[src/rtl/tdm_chsh_pkg.sv]
package tdm_chsh_pkg;

   // Bit order on the serial line.
   typedef enum logic {
      SHIFT_LSB_FIRST = 1'b0,
      SHIFT_MSB_FIRST = 1'b1
   } shift_order_e;

endpackage

[src/rtl/tdm_chsh_window.sv]
// Slot qualification and bit counting.
module tdm_chsh_window #(
   parameter int unsigned WORD_W = 8,
   localparam int unsigned CW    = (WORD_W > 1) ? $clog2(WORD_W) : 1
) (
   input  logic          clk,
   input  logic          rst_n,
   input  logic          frame_n,
   input  logic          chan_n,
   output logic          win,
   output logic          drive_en,
   output logic          shift_en,
   output logic          done,
   output logic [CW-1:0] bit_cnt
);
   localparam logic [CW-1:0] LAST = CW'(WORD_W - 1);

   logic armed_q;

   assign win = ~frame_n & ~chan_n;

   // Armed on the falling edge once a bit has been put on the line.
   always_ff @(negedge clk or negedge rst_n) begin
      if (!rst_n) armed_q <= 1'b0;
      else        armed_q <= win;
   end

   assign drive_en = armed_q & win;
   assign shift_en = armed_q & win;
   assign done     = shift_en && (bit_cnt == LAST);

   always_ff @(posedge clk or negedge rst_n) begin
      if (!rst_n)        bit_cnt <= '0;
      else if (!win)     bit_cnt <= '0;
      else if (done)     bit_cnt <= '0;
      else if (shift_en) bit_cnt <= bit_cnt + 1'b1;
   end
endmodule

[src/rtl/tdm_chsh_tx.sv]
// Outgoing word register and falling-edge bit launcher.
module tdm_chsh_tx
   import tdm_chsh_pkg::*;
#(
   parameter int unsigned  WORD_W = 8,
   parameter shift_order_e ORDER  = SHIFT_MSB_FIRST,
   localparam int unsigned CW     = (WORD_W > 1) ? $clog2(WORD_W) : 1
) (
   input  logic              clk,
   input  logic              rst_n,
   input  logic              win,
   input  logic              done,
   input  logic [CW-1:0]     bit_cnt,
   input  logic [WORD_W-1:0] tx_word,
   output logic              bit_q,
   output logic              tx_load
);
   logic [WORD_W-1:0] tx_sr;
   logic [CW-1:0]     pos;

   generate
      if (ORDER == SHIFT_MSB_FIRST) begin : g_msb
         assign pos = CW'(WORD_W - 1) - bit_cnt;
      end else begin : g_lsb
         assign pos = bit_cnt;
      end
   endgenerate

   // Follow the encoder while closed; take the next word at completion.
   always_ff @(posedge clk or negedge rst_n) begin
      if (!rst_n) begin
         tx_sr   <= '0;
         tx_load <= 1'b0;
      end else begin
         tx_load <= done;
         if (!win || done) tx_sr <= tx_word;
      end
   end

   always_ff @(negedge clk or negedge rst_n) begin
      if (!rst_n) bit_q <= 1'b0;
      else        bit_q <= win ? tx_sr[pos] : 1'b0;
   end
endmodule

[src/rtl/tdm_chsh_rx.sv]
// Incoming bit assembler.
module tdm_chsh_rx
   import tdm_chsh_pkg::*;
#(
   parameter int unsigned  WORD_W = 8,
   parameter shift_order_e ORDER  = SHIFT_MSB_FIRST
) (
   input  logic              clk,
   input  logic              rst_n,
   input  logic              shift_en,
   input  logic              done,
   input  logic              sdi,
   output logic [WORD_W-1:0] rx_word,
   output logic              rx_valid
);
   logic [WORD_W-1:0] rx_sr;
   logic [WORD_W-1:0] rx_next;

   generate
      if (ORDER == SHIFT_MSB_FIRST) begin : g_msb
         assign rx_next = {rx_sr[WORD_W-2:0], sdi};
      end else begin : g_lsb
         assign rx_next = {sdi, rx_sr[WORD_W-1:1]};
      end
   endgenerate

   always_ff @(posedge clk or negedge rst_n) begin
      if (!rst_n) begin
         rx_sr    <= '0;
         rx_word  <= '0;
         rx_valid <= 1'b0;
      end else begin
         rx_valid <= done;
         if (shift_en) rx_sr   <= rx_next;
         if (done)     rx_word <= rx_next;
      end
   end
endmodule

[src/rtl/tdm_chan_shifter.sv]
module tdm_chan_shifter
   import tdm_chsh_pkg::*;
#(
   parameter int unsigned  WORD_W = 8,
   parameter shift_order_e ORDER  = SHIFT_MSB_FIRST
) (
   input  logic              clk,
   input  logic              rst_n,
   input  logic              frame_n,
   input  logic              chan_n,
   input  logic              sdi,
   output logic              sdo,
   output logic              sdo_oe,
   input  logic [WORD_W-1:0] tx_word,
   output logic              tx_load,
   output logic [WORD_W-1:0] rx_word,
   output logic              rx_valid
);
   localparam int unsigned CW = (WORD_W > 1) ? $clog2(WORD_W) : 1;

   generate
      if (WORD_W < 2) begin : g_bad_width
         $error("tdm_chan_shifter: WORD_W must be at least 2");
      end
   endgenerate

   logic          win;
   logic          drive_en;
   logic          shift_en;
   logic          done;
   logic [CW-1:0] bit_cnt;
   logic          bit_q;

   tdm_chsh_window #(.WORD_W(WORD_W)) u_win (
      .clk      (clk),
      .rst_n    (rst_n),
      .frame_n  (frame_n),
      .chan_n   (chan_n),
      .win      (win),
      .drive_en (drive_en),
      .shift_en (shift_en),
      .done     (done),
      .bit_cnt  (bit_cnt)
   );

   tdm_chsh_tx #(.WORD_W(WORD_W), .ORDER(ORDER)) u_tx (
      .clk     (clk),
      .rst_n   (rst_n),
      .win     (win),
      .done    (done),
      .bit_cnt (bit_cnt),
      .tx_word (tx_word),
      .bit_q   (bit_q),
      .tx_load (tx_load)
   );

   tdm_chsh_rx #(.WORD_W(WORD_W), .ORDER(ORDER)) u_rx (
      .clk      (clk),
      .rst_n    (rst_n),
      .shift_en (shift_en),
      .done     (done),
      .sdi      (sdi),
      .rx_word  (rx_word),
      .rx_valid (rx_valid)
   );

   assign sdo_oe = drive_en;
   assign sdo    = drive_en & bit_q;
endmodule

[config.mk]
export PLATFORM = sky130hd
export DESIGN_NAME = tdm_chan_shifter
export DESIGN_NICKNAME = d
export VERILOG_FILES = /design/src/rtl/tdm_chsh_pkg.sv /design/src/rtl/tdm_chsh_window.sv /design/src/rtl/tdm_chsh_tx.sv /design/src/rtl/tdm_chsh_rx.sv /design/src/rtl/tdm_chan_shifter.sv
export SDC_FILE = /design/constraint.sdc
export NUM_CORES = 1
export LEC_CHECK = 0
export BUFFER_PORTS_ARGS = -buffer_cell sky130_fd_sc_hd__buf_2
export CELL_PAD_IN_SITES_DETAIL_PLACEMENT = 0
export CELL_PAD_IN_SITES_GLOBAL_PLACEMENT = 2
export CORE_MARGIN = 10
export CORE_UTILIZATION = 34
export DETAILED_ROUTE_END_ITERATION = 8
export PLACE_DENSITY_LB_ADDON = 0.1
export SETUP_SLACK_MARGIN = 0.5
export SLEW_MARGIN = 20
export SYNTH_ARGS = -nofsm -noshare
export SYNTH_HDL_FRONTEND = slang
export SYNTH_SLANG_ARGS = --single-unit
[constraint.sdc]
create_clock -name clk -period 1.45 [get_ports clk]
set_clock_uncertainty 0.05 [all_clocks]
set_input_delay 0.2175 -clock clk [delete_from_list [all_inputs] [get_ports clk]]
set_output_delay 0.2175 -clock clk [all_outputs]
set_load 0.005 [all_outputs]
Word-level counts from Yosys, hierarchy flattened

Cells that the tools add are included.

Register bits: 29
Logic and storage cells: 26

Reduce and logical (&&, ||, !) cells: 3
$add $sub $neg: 2
Eq/ne operators: 2
Muxes and demuxes: 6
$lt $le $gt $ge: 1
Bitwise operators: 5

Operator list:

| operator                                            | count |
|---|---|
| two-way mux 3 bit                                   | 3 |
| < comparator 3 x 4 -> 1 bit (second input constant) | 1 |
| adder 3 x 1 -> 3 bit (second input constant)        | 1 |
| AND 1 bit                                           | 3 |
| binary-select mux 1 bit (select 3 bit)              | 1 |
| == test 3 bit (second input constant)               | 1 |
| != test 3 x 2 -> 1 bit (second input constant)      | 1 |
| subtractor 3 bit (first input constant)             | 1 |
| two-way mux 1 bit                                   | 2 |
| inverter 1 bit                                      | 2 |
| logical AND 1 bit                                   | 1 |
| zero test 1 bit                                     | 1 |
| logical OR 1 bit                                    | 1 |

Depth between registers and ports, before layout

Gate-level depths: netlist of run 1.

Depth in word-level cells: 6
Mapped depth: 6
Mapped depth without buffers: 5

By module

From an unflattened synthesis of run 1, not the netlist that was laid out.

Cells, all modules: 80
Area total of the unflattened synthesis: 1288.7 sq um

Modules (own cells, without submodules):

| module           | area each (sq um) | cells each | times used |
|---|---|---|---|
| tdm_chsh_rx      | 648.1             | 33         | 1 |
| tdm_chsh_tx      | 422.9             | 27         | 1 |
| tdm_chsh_window  | 211.5             | 19         | 1 |
| tdm_chan_shifter | 6.3               | 1          | 1 |

==> flow_summary.yaml, run 1 <==
outcome:
  status: "finished with violations"
  violations: "setup timing"
layout:
  areaGrowthSynthToFinish_pct: 40.8
  fin_util_pct: 49.2
  drive_gt1_share_pct: 67.4
  final_cell_area_um2: 1790
  diodes: 0
  finalNetCount: 149
timing:
  slew_violations: 0
  worstMarginPinSlew_ns: 0.301
  rsz0062_at_grt: "true"
  finalHoldViolCount: 0
  whs_ns: 0.114
  setup_slack_ns: -0.558
  max_slew_margin_pct: 79.9
  finalSetupViolCount: 30
detailed_routing:
  via_per_inst: 4.45
  ant_nets: 0
  vias: 815
  dr.pass1.iters: 4
  first_iter_violations: 30
  remaining_drc_errors: 0
  routedWlPerCell_um: 14.0
  wirelength_mm: 2.57
global_routing:
  grt_pass1_vias: 889
  grt_pass1_wl_mm: 4.12
  grt_overflow: 0
  grt_max_degree: 25
  antenna_found_initial: 0
  track_usage_pct: 8.44
synthesis:
  ys_seq_area_share_pct: 57.1
  ys_types: 24
  ys_async_sr_fraction_pct: 100
  synth_seq_cells: 29
  syn_area_um2: 1270
  netlist_top_cells_area: "dfrtp_1, mux2_2, mux2_4"
  yosysMostFrequentCell: "dfrtp_1"
  synth_enable_flop_cells: 0
  yosysTopAreaCell: "dfrtp_1"
  yosysTopAreaCellShare_pct: 53.2
  synth_flop_cell: "dfrtp_1"
  ys_top_cells_by_count: "dfrtp_1, mux2_2, mux2_4"
  synth_warnings: 0
  syn_area_per_cell_um2: 15.9
  synthesis.instances: 80
  syn_nets: 95
place:
  port_buffers: 24
  dp_hpwl_mm: 1.74
  dp_slack_ns: -0.575
  dpl_cell_area_um2: 1530
  place_congestion: 0.663
floorplanning:
  dieArea_um2: 6580
  core_area_um2: 3630
  die_w_um: 81.1
  fp.dieH_um: 81.1
  ios: 25
  start_util_pct: 35.0
  std_cell_rows: 22
clocking:
  clk_pin_slew_worst_paths_ns: 0.06
  cts_buffers: 5
  insertion_delay_ns: 0.29
  cts_buffer_depth: 2
  htree_levels: 2
  cts.sinks: 29
  cts_tree: "built"
  root_buffer: "clkbuf_8"
setup_path:
  critPathSlowestCell: "dfrtn_1"
  worst-path-max-fanout: 4
  crit_chain: "and2_4, buf_2"
  critPathBufInv: 1
  cp_top_family: "flip-flops"
  end_kind: "output pin"
  start_kind: "flip-flop"
  critical_path_arrival_ns: 1.74
  cpPeakStageDelay_ns: 0.43
  crit_type: "reg2out"
  cp.required_ns: 1.18
power:
  leakage_nw: 0.926
  p_per_area_nw_per_um2: 1020
  vdd_drop_max_mv: 0.538
  total_power_mw: 1.82
hold_path:
  hold_class: "in2reg"
flow_run:
  drv_cap: 0
-- final cells by class --
class / instances / area (µm²)
Fill cell: 349 / 1850
Sequential cell: 29 / 726
Multi-Input combinational cell: 45 / 552
Timing Repair Buffer: 52 / 355
Clock buffer: 5 / 68.8
Tap cell: 48 / 60.1
Clock inverter: 3 / 17.5
Inverter: 1 / 8.76
-- cells in the final DEF, fill, tap and decap left out, drive strengths merged --
cell type / netlist / final
buf: 5 / 50
dfrtp: 27 / 27
mux2: 24 / 24
clkbuf: 0 / 5
nor2: 4 / 4
mux2i: 3 / 3
and3: 3 / 3
ha: 2 / 2
clkinv: 0 / 2
dlygate4sd3: 0 / 2
dfrtn: 2 / 2
a21oi: 2 / 2
or2: 1 / 1
inv: 1 / 1
and2: 1 / 1
mux4: 1 / 1
nor3b: 1 / 1
nor4: 1 / 1
nand2b: 1 / 1
nand3b: 1 / 1
clkinvlp: 0 / 1
-- worst reg2reg max path, cell delays in order, from the launching register on --
cell and delay, ns:
dfrtn_1 0.36, buf_4 0.15, a21oi_4 0.15, buf_12 0.15
mux2_4 0.30
-- registers in the layout, indices dropped and copies added, names as in the netlist --
register	flops
u_rx.rx_sr	7
u_rx.rx_valid	1
u_rx.rx_word	8
u_tx.bit_q	1
u_tx.tx_sr	8
u_win.armed_q	1
u_win.bit_cnt	3
-- power breakdown --
group          internal [mW]  switching, mW  total (mW)  leakage [nW]
Combinational          0.164         0.0736       0.238         0.504
Clock                  0.330          0.315       0.645        0.0439
Sequential             0.883         0.0557       0.939         0.379
Total                   1.38          0.445        1.82         0.926
-- final timing paths --
path | startpoint | to | slack (ns) | cells after the start
max reg2reg | u_win.armed_q$_DFF_NN0_ | u_tx.tx_sr[5]$_DFFE_PN0P_ | -0.56 | 4
max | u_win.armed_q$_DFF_NN0_ | sdo_oe | -0.56 | 2
min reg2reg | u_rx.rx_word[7]$_DFFE_PN0P_ | u_rx.rx_word[7]$_DFFE_PN0P_ | 0.46 | 1
min | tx_word[6] | u_tx.tx_sr[6]$_DFFE_PN0P_ | 0.11 | 2
min in group asynchronous | rst_n | u_tx.bit_q$_DFF_NN0_ | 0.29 | 1
max in group asynchronous | rst_n | u_win.bit_cnt[2]$_DFFE_PN0P_ | 0.62 | 3
-- kinds of logic after synthesis --
| logic type | synth area share [%] |
|---|---|
| AOI/OAI and AO/OA | 1.67 |
| muxes | 27.8 |
| DFF | 57.1 |
| buffers and inverters | 5.02 |
| and+or+nand+nor | 6.41 |
| adders and majority gates | 1.97 |
-- what timing repair did --
item / 4_1_cts / 5_1_grt
setup buffers: 10 / 3
setup endpoints to repair: 41 / 41
resized for setup: 9 / 5
endpoints found under the hold margin: 3 / 0
gates cloned: 0 / 0
pin swaps: 3 / 4
hold buffers: 2 / 0
-- through the flow --
step | TNS [ns] | std cells
after global routing | -15.46 | 183
after floorplan | -13.86 | 80
after global placement | -14.52 | 160
final | -14.54 | 183
after detailed placement | -14.71 | 160
after CTS | -14.73 | 180
-- metal layers --
layer  GRT usage (%)  routed length (µm)  vias to the layer above
met5               0                   0                        -
met4            5.71                  70                        0
met3            3.53                 140                        8
met2            13.4                1240                       22
met1            9.04                1120                      397
li1                -                   -                      388
Note: power is estimated with default switching activity, not from simulation.
==> inputs of run 2 (changes only) <==
--- a/config.mk
+++ b/config.mk
@@ -9,11 +9,11 @@
 export CELL_PAD_IN_SITES_DETAIL_PLACEMENT = 0
 export CELL_PAD_IN_SITES_GLOBAL_PLACEMENT = 2
 export CORE_MARGIN = 10
-export CORE_UTILIZATION = 34
+export CORE_UTILIZATION = 40
 export DETAILED_ROUTE_END_ITERATION = 8
 export PLACE_DENSITY_LB_ADDON = 0.1
 export SETUP_SLACK_MARGIN = 0.5
-export SLEW_MARGIN = 20
+export SLEW_MARGIN = 0
 export SYNTH_ARGS = -nofsm -noshare
 export SYNTH_HDL_FRONTEND = slang
 export SYNTH_SLANG_ARGS = --single-unit
==> constraint.sdc (replaced) <==
create_clock -name clk -period 2.6 [get_ports clk]
set_clock_uncertainty 0.05 [all_clocks]
set_input_delay 0.39 -clock clk [delete_from_list [all_inputs] [get_ports clk]]
set_output_delay 0.39 -clock clk [all_outputs]
set_load 0.005 [all_outputs]
==> flow_summary.yaml, run 2 (same netlist as run 1, synthesis figures left out) <==
timing:
  slew_violations: 0
  rsz0062_at_grt: "true"
  setup_slack_ns: -0.185
  finalSetupViolCount: 10
  max_slew_margin_pct: 76.7
  finalHoldViolCount: 0
  worstMarginPinSlew_ns: 0.350
global_routing:
  busiest_layer: "met2"
  grt_pass1_vias: 803
  grt.met2_usage_pct: 11.7
  grt_overflow: 0
  track_usage_pct: 8.32
  grt_use_met3_pct: 4.83
  antenna_found_initial: 0
  grt_pass1_wl_mm: 3.83
  grt_max_degree: 28
  use_met1_pct: 9.53
floorplanning:
  ios: 25
  start_util_pct: 41.6
  fp.dieH_um: 76.3
  die_w_um: 76.3
  std_cell_rows: 20
  core_area_um2: 3050
  dieArea_um2: 5830
layout:
  fin_util_pct: 54.5
  diodes: 0
  reg.largest.list: "u_rx.rx_word x8, u_tx.tx_sr x8, u_rx.rx_sr x7"
  fillerInstances: 279
  areaGrowthSynthToFinish_pct: 30.9
  mostFrequentLayoutCell: "dfrtp_1"
  drive_gt1_share_pct: 63.6
  final_cell_count_no_fill: 162
  most-common-layout-cells: "dfrtp_1, mux2_4, buf_2"
  finalNetCount: 132
clocking:
  cts_tree: "built"
  cts_buffers: 5
  htree_levels: 2
  ctsHoldBuffers: 0
  cts_buffer_depth: 2
  insertion_delay_ns: 0.32
  root_buffer: "clkbuf_4"
  cts.sinks: 29
  clk_pin_slew_worst_paths_ns: 0.09
detailed_routing:
  wirelength_mm: 2.36
  remaining_drc_errors: 0
  ant_nets: 0
  routedWlPerCell_um: 14.6
  dr.pass1.iters: 4
  vias: 747
  first_iter_violations: 15
  via_per_inst: 4.61
place:
  port_buffers: 24
  dp.cells: 150
  dp_hpwl_mm: 1.67
  place_congestion: 0.778
setup_path:
  critical_path_arrival_ns: 2.34
  worst-path-max-fanout: 4
  end_kind: "output pin"
  cp.required_ns: 2.16
  rr_startpoint: "u_win.armed_q$_DFF_NN0_"
  crit_type: "reg2out"
  start_kind: "flip-flop"
  critPathLaunch: "u_win.armed_q$_DFF_NN0_"
outcome:
  violations: "setup timing"
  status: "finished with violations"
flow_run:
  drv_cap: 0
power:
  vdd_drop_max_mv: 0.261
  leakage_nw: 0.839
  p_per_area_nw_per_um2: 573
hold_path:
  hold_class: "in2async"
## run 2: cell count changes in the layout (fill, tap and decap cells not counted), moves of 2 or more
cell	before	now
buf_2	24	22
buf_4	23	5
buf_6	2	6
clkbuf_4	0	5
clkbuf_8	5	2
dlygate4sd3_1	2	0
## run 2: worst paths after layout
path                                                to  slack (ns)  cells after the start
hold / removal               u_rx.rx_sr[3]$_DFFE_PN0P_        0.07                      2
setup reg to reg             u_tx.tx_sr[1]$_DFFE_PN0P_       -0.09                      5
max in group asynchronous      u_win.armed_q$_DFF_NN0_        1.36                      1
min in group clk             u_tx.tx_sr[5]$_DFFE_PN0P_        0.24                      2
hold reg to reg            u_rx.rx_word[2]$_DFFE_PN0P_        0.46                      1
setup / recovery                                   sdo       -0.18                      2
## run 2: stage by stage
step	hold WS (ns)	TNS, ns	worst slack (ns)	area (µm²)	power (mW)
after floorplan	0.0444	0	0.0275	1300	0.584
after global placement	0.424	-0.00154	-0.00154	1480	0.619
after detailed placement	0.438	0	0.0104	1480	0.622
after CTS	0.0740	-1.18	-0.208	1610	0.960
after global routing	0.0945	-1.43	-0.230	1660	1.01
final	0.0673	-1.01	-0.185	1660	0.952
## run 2: routing by layer
metal | up-vias | part of all wire (%)
li1 | 350 | -
met1 | 362 | 44
met2 | 28 | 45
met3 | 7 | 7.7
met4 | 0 | 3.1
met5 | - | 0
## run 2: final cells by class
type / instances / area (µm²) / share of cell area, %
Inverter: 1 / 8.76 / 0.527
Tap cell: 44 / 55.1 / 3.31
Timing Repair Buffer: 35 / 250 / 15.0
Sequential cell: 29 / 726 / 43.6
Clock inverter: 1 / 5.00 / 0.301
Clock buffer: 7 / 65.1 / 3.91
Multi-Input combinational cell: 45 / 553 / 33.3
## run 2: report_power, final
group          switching [mW]  internal [mW]
Clock                   0.155          0.157
Sequential             0.0304          0.492
Combinational          0.0360         0.0823
## run 2: repair_timing
action / in CTS / in global routing
pin swaps: 4 / 4
setup endpoints to repair: 30 / 30
resized for setup: 12 / 8
buffers inserted: 2 / 2
cloned: 0 / 0
## run 2: worst max-delay path, cell delays in order, from the launching register on
cell and delay [ns]:
dfrtn_1 0.45, and3_4 0.19, buf_6 0.09
==> inputs of run 3 (changes only) <==
--- a/config.mk
+++ b/config.mk
@@ -9,7 +9,7 @@
 export CELL_PAD_IN_SITES_DETAIL_PLACEMENT = 0
 export CELL_PAD_IN_SITES_GLOBAL_PLACEMENT = 2
 export CORE_MARGIN = 10
-export CORE_UTILIZATION = 40
+export CORE_UTILIZATION = 37
 export DETAILED_ROUTE_END_ITERATION = 8
 export PLACE_DENSITY_LB_ADDON = 0.1
 export SETUP_SLACK_MARGIN = 0.5
==> constraint.sdc (replaced) <==
create_clock -name clk -period 3 [get_ports clk]
set_clock_uncertainty 0.05 [all_clocks]
set_input_delay 0.45 -clock clk [delete_from_list [all_inputs] [get_ports clk]]
set_output_delay 0.45 -clock clk [all_outputs]
set_load 0.005 [all_outputs]
==> flow_summary.yaml, run 3 (same netlist as run 1, synthesis figures left out) <==
power:
  leakage_nw: 0.839
  vdd_drop_max_mv: 0.221
  p_per_area_nw_per_um2: 478
layout:
  diodes: 0
  finalNetCount: 135
  drive_gt1_share_pct: 61.7
  mostFrequentLayoutCell: "dfrtp_1"
  most-common-layout-cells: "dfrtp_1, mux2_4, buf_2"
  reg.largest.list: "u_rx.rx_word x8, u_tx.tx_sr x8, u_rx.rx_sr x7"
  areaGrowthSynthToFinish_pct: 31.1
setup_path:
  worstReg2RegEnd: "u_rx.rx_sr[4]$_DFFE_PN0P_"
  path_depth: 2
  critPathBufInv: 1
  ff2ff_setup_slack_ns: 0.07
  crit_chain: "and3_2, buf_6"
  rr_startpoint: "u_win.armed_q$_DFF_NN0_"
  r2r_cells: 6
  critPathLaunch: "u_win.armed_q$_DFF_NN0_"
  crit_type: "reg2out"
  end_kind: "output pin"
  cp.required_ns: 2.50
  start_kind: "flip-flop"
  critical_path_arrival_ns: 2.50
  critPathCapture: "sdo"
  worst-path-max-fanout: 3
  critPathSlowestCell: "dfrtn_1"
  cp_top_family: "flip-flops"
  cpPeakStageDelay_ns: 0.42
floorplanning:
  start_util_pct: 38.1
  ios: 25
  fp.dieH_um: 78.6
  dieArea_um2: 6180
  core_area_um2: 3340
  die_w_um: 78.6
  std_cell_rows: 21
detailed_routing:
  routedWlPerCell_um: 14.8
  via_per_inst: 4.59
  dr.pass1.iters: 3
  remaining_drc_errors: 0
  first_iter_violations: 40
  ant_nets: 0
  vias: 762
  wirelength_mm: 2.46
global_routing:
  grt_pass1_wl_mm: 4.00
  grt_pass1_vias: 796
  grt_overflow: 0
  antenna_found_initial: 0
  grt_max_degree: 28
  track_usage_pct: 8.47
timing:
  setup_slack_ns: -0.00380
  worstMarginPinSlew_ns: 0.355
  max_slew_margin_pct: 76.3
  whs_ns: 0.117
  finalHoldViolCount: 0
  finalSetupViolCount: 1
  slew_violations: 0
  rsz0062_at_grt: "true"
place:
  port_buffers: 24
  place_congestion: 0.706
  dp_slack_ns: 0.139
  dp_hpwl_mm: 1.65
clocking:
  root_buffer: "clkbuf_4"
  cts_buffer_depth: 2
  cts_buffers: 5
  htree_levels: 2
  insertion_delay_ns: 0.32
  cts.sinks: 29
  cts_tree: "built"
  clk_pin_slew_worst_paths_ns: 0.09
outcome:
  status: "finished with violations"
  violations: "setup timing"
hold_path:
  hold_class: "in2async"
flow_run:
  drv_cap: 0
[run 3: worst min path at each step]
stage / start / endpoint
2_1_floorplan: rst_n / u_rx.rx_sr[0]$_DFFE_PN0P_
6_report: rst_n / u_rx.rx_valid$_DFF_PN0_
3_5_place_dp: u_rx.rx_word[4]$_DFFE_PN0P_ / u_rx.rx_word[4]$_DFFE_PN0P_
5_1_grt: rst_n / u_win.bit_cnt[2]$_DFFE_PN0P_
3_3_place_gp: u_rx.rx_word[0]$_DFFE_PN0P_ / u_rx.rx_word[0]$_DFFE_PN0P_
4_1_cts: rst_n / u_rx.rx_valid$_DFF_PN0_
[run 3: through the flow]
stage | cells | total power [mW] | utilization (%) | area (µm²) | TNS [ns]
6_report | 166 | 0.796 | 49.9 | 1670 | -0.00380
5_1_grt | 166 | 0.843 | 49.9 | 1670 | -0.113
4_1_cts | 161 | 0.805 | 48.2 | 1610 | -0.0357
3_5_place_dp | 149 | 0.537 | 43.4 | 1450 | 0
3_3_place_gp | 149 | 0.536 | 43.4 | 1450 | 0
2_1_floorplan | 80 | 0.506 | - | 1300 | 0
[run 3: final cells by class]
class                           instances  area, µm²
Sequential cell                        29        726
Inverter                                1       8.76
Timing Repair Buffer                   37        273
Multi-Input combinational cell         46        546
Fill cell                             282       1670
Clock buffer                            7       55.1
Tap cell                               46       57.6
[run 3: where the power goes]
group          switching [mW]  internal [mW]
clock network           0.129          0.110
registers              0.0277          0.426
logic                  0.0321         0.0707
total                   0.189          0.607
[run 3: worst register-to-register path: cells and delay by family, from the launching register on]
family        cells  cell delay, ns
simple gates      1            0.16
flops             1            0.42
buf+inv           4            0.39
mux               1            0.30
[run 3: timing repair]
item                                    in CTS  in global routing
buffers inserted                             4                  5
cloned                                       1                  0
pin swaps                                    2                  2
gates resized for setup                     14                  5
endpoints found under the setup margin      28                 29
hold buffers                                 0                  0
[run 3: per-layer routing]
metal	global-route usage [%]	routed length, µm
met5	0	0
met4	4.30	52
met3	5.24	172
met2	11.2	1060
met1	10.4	1180
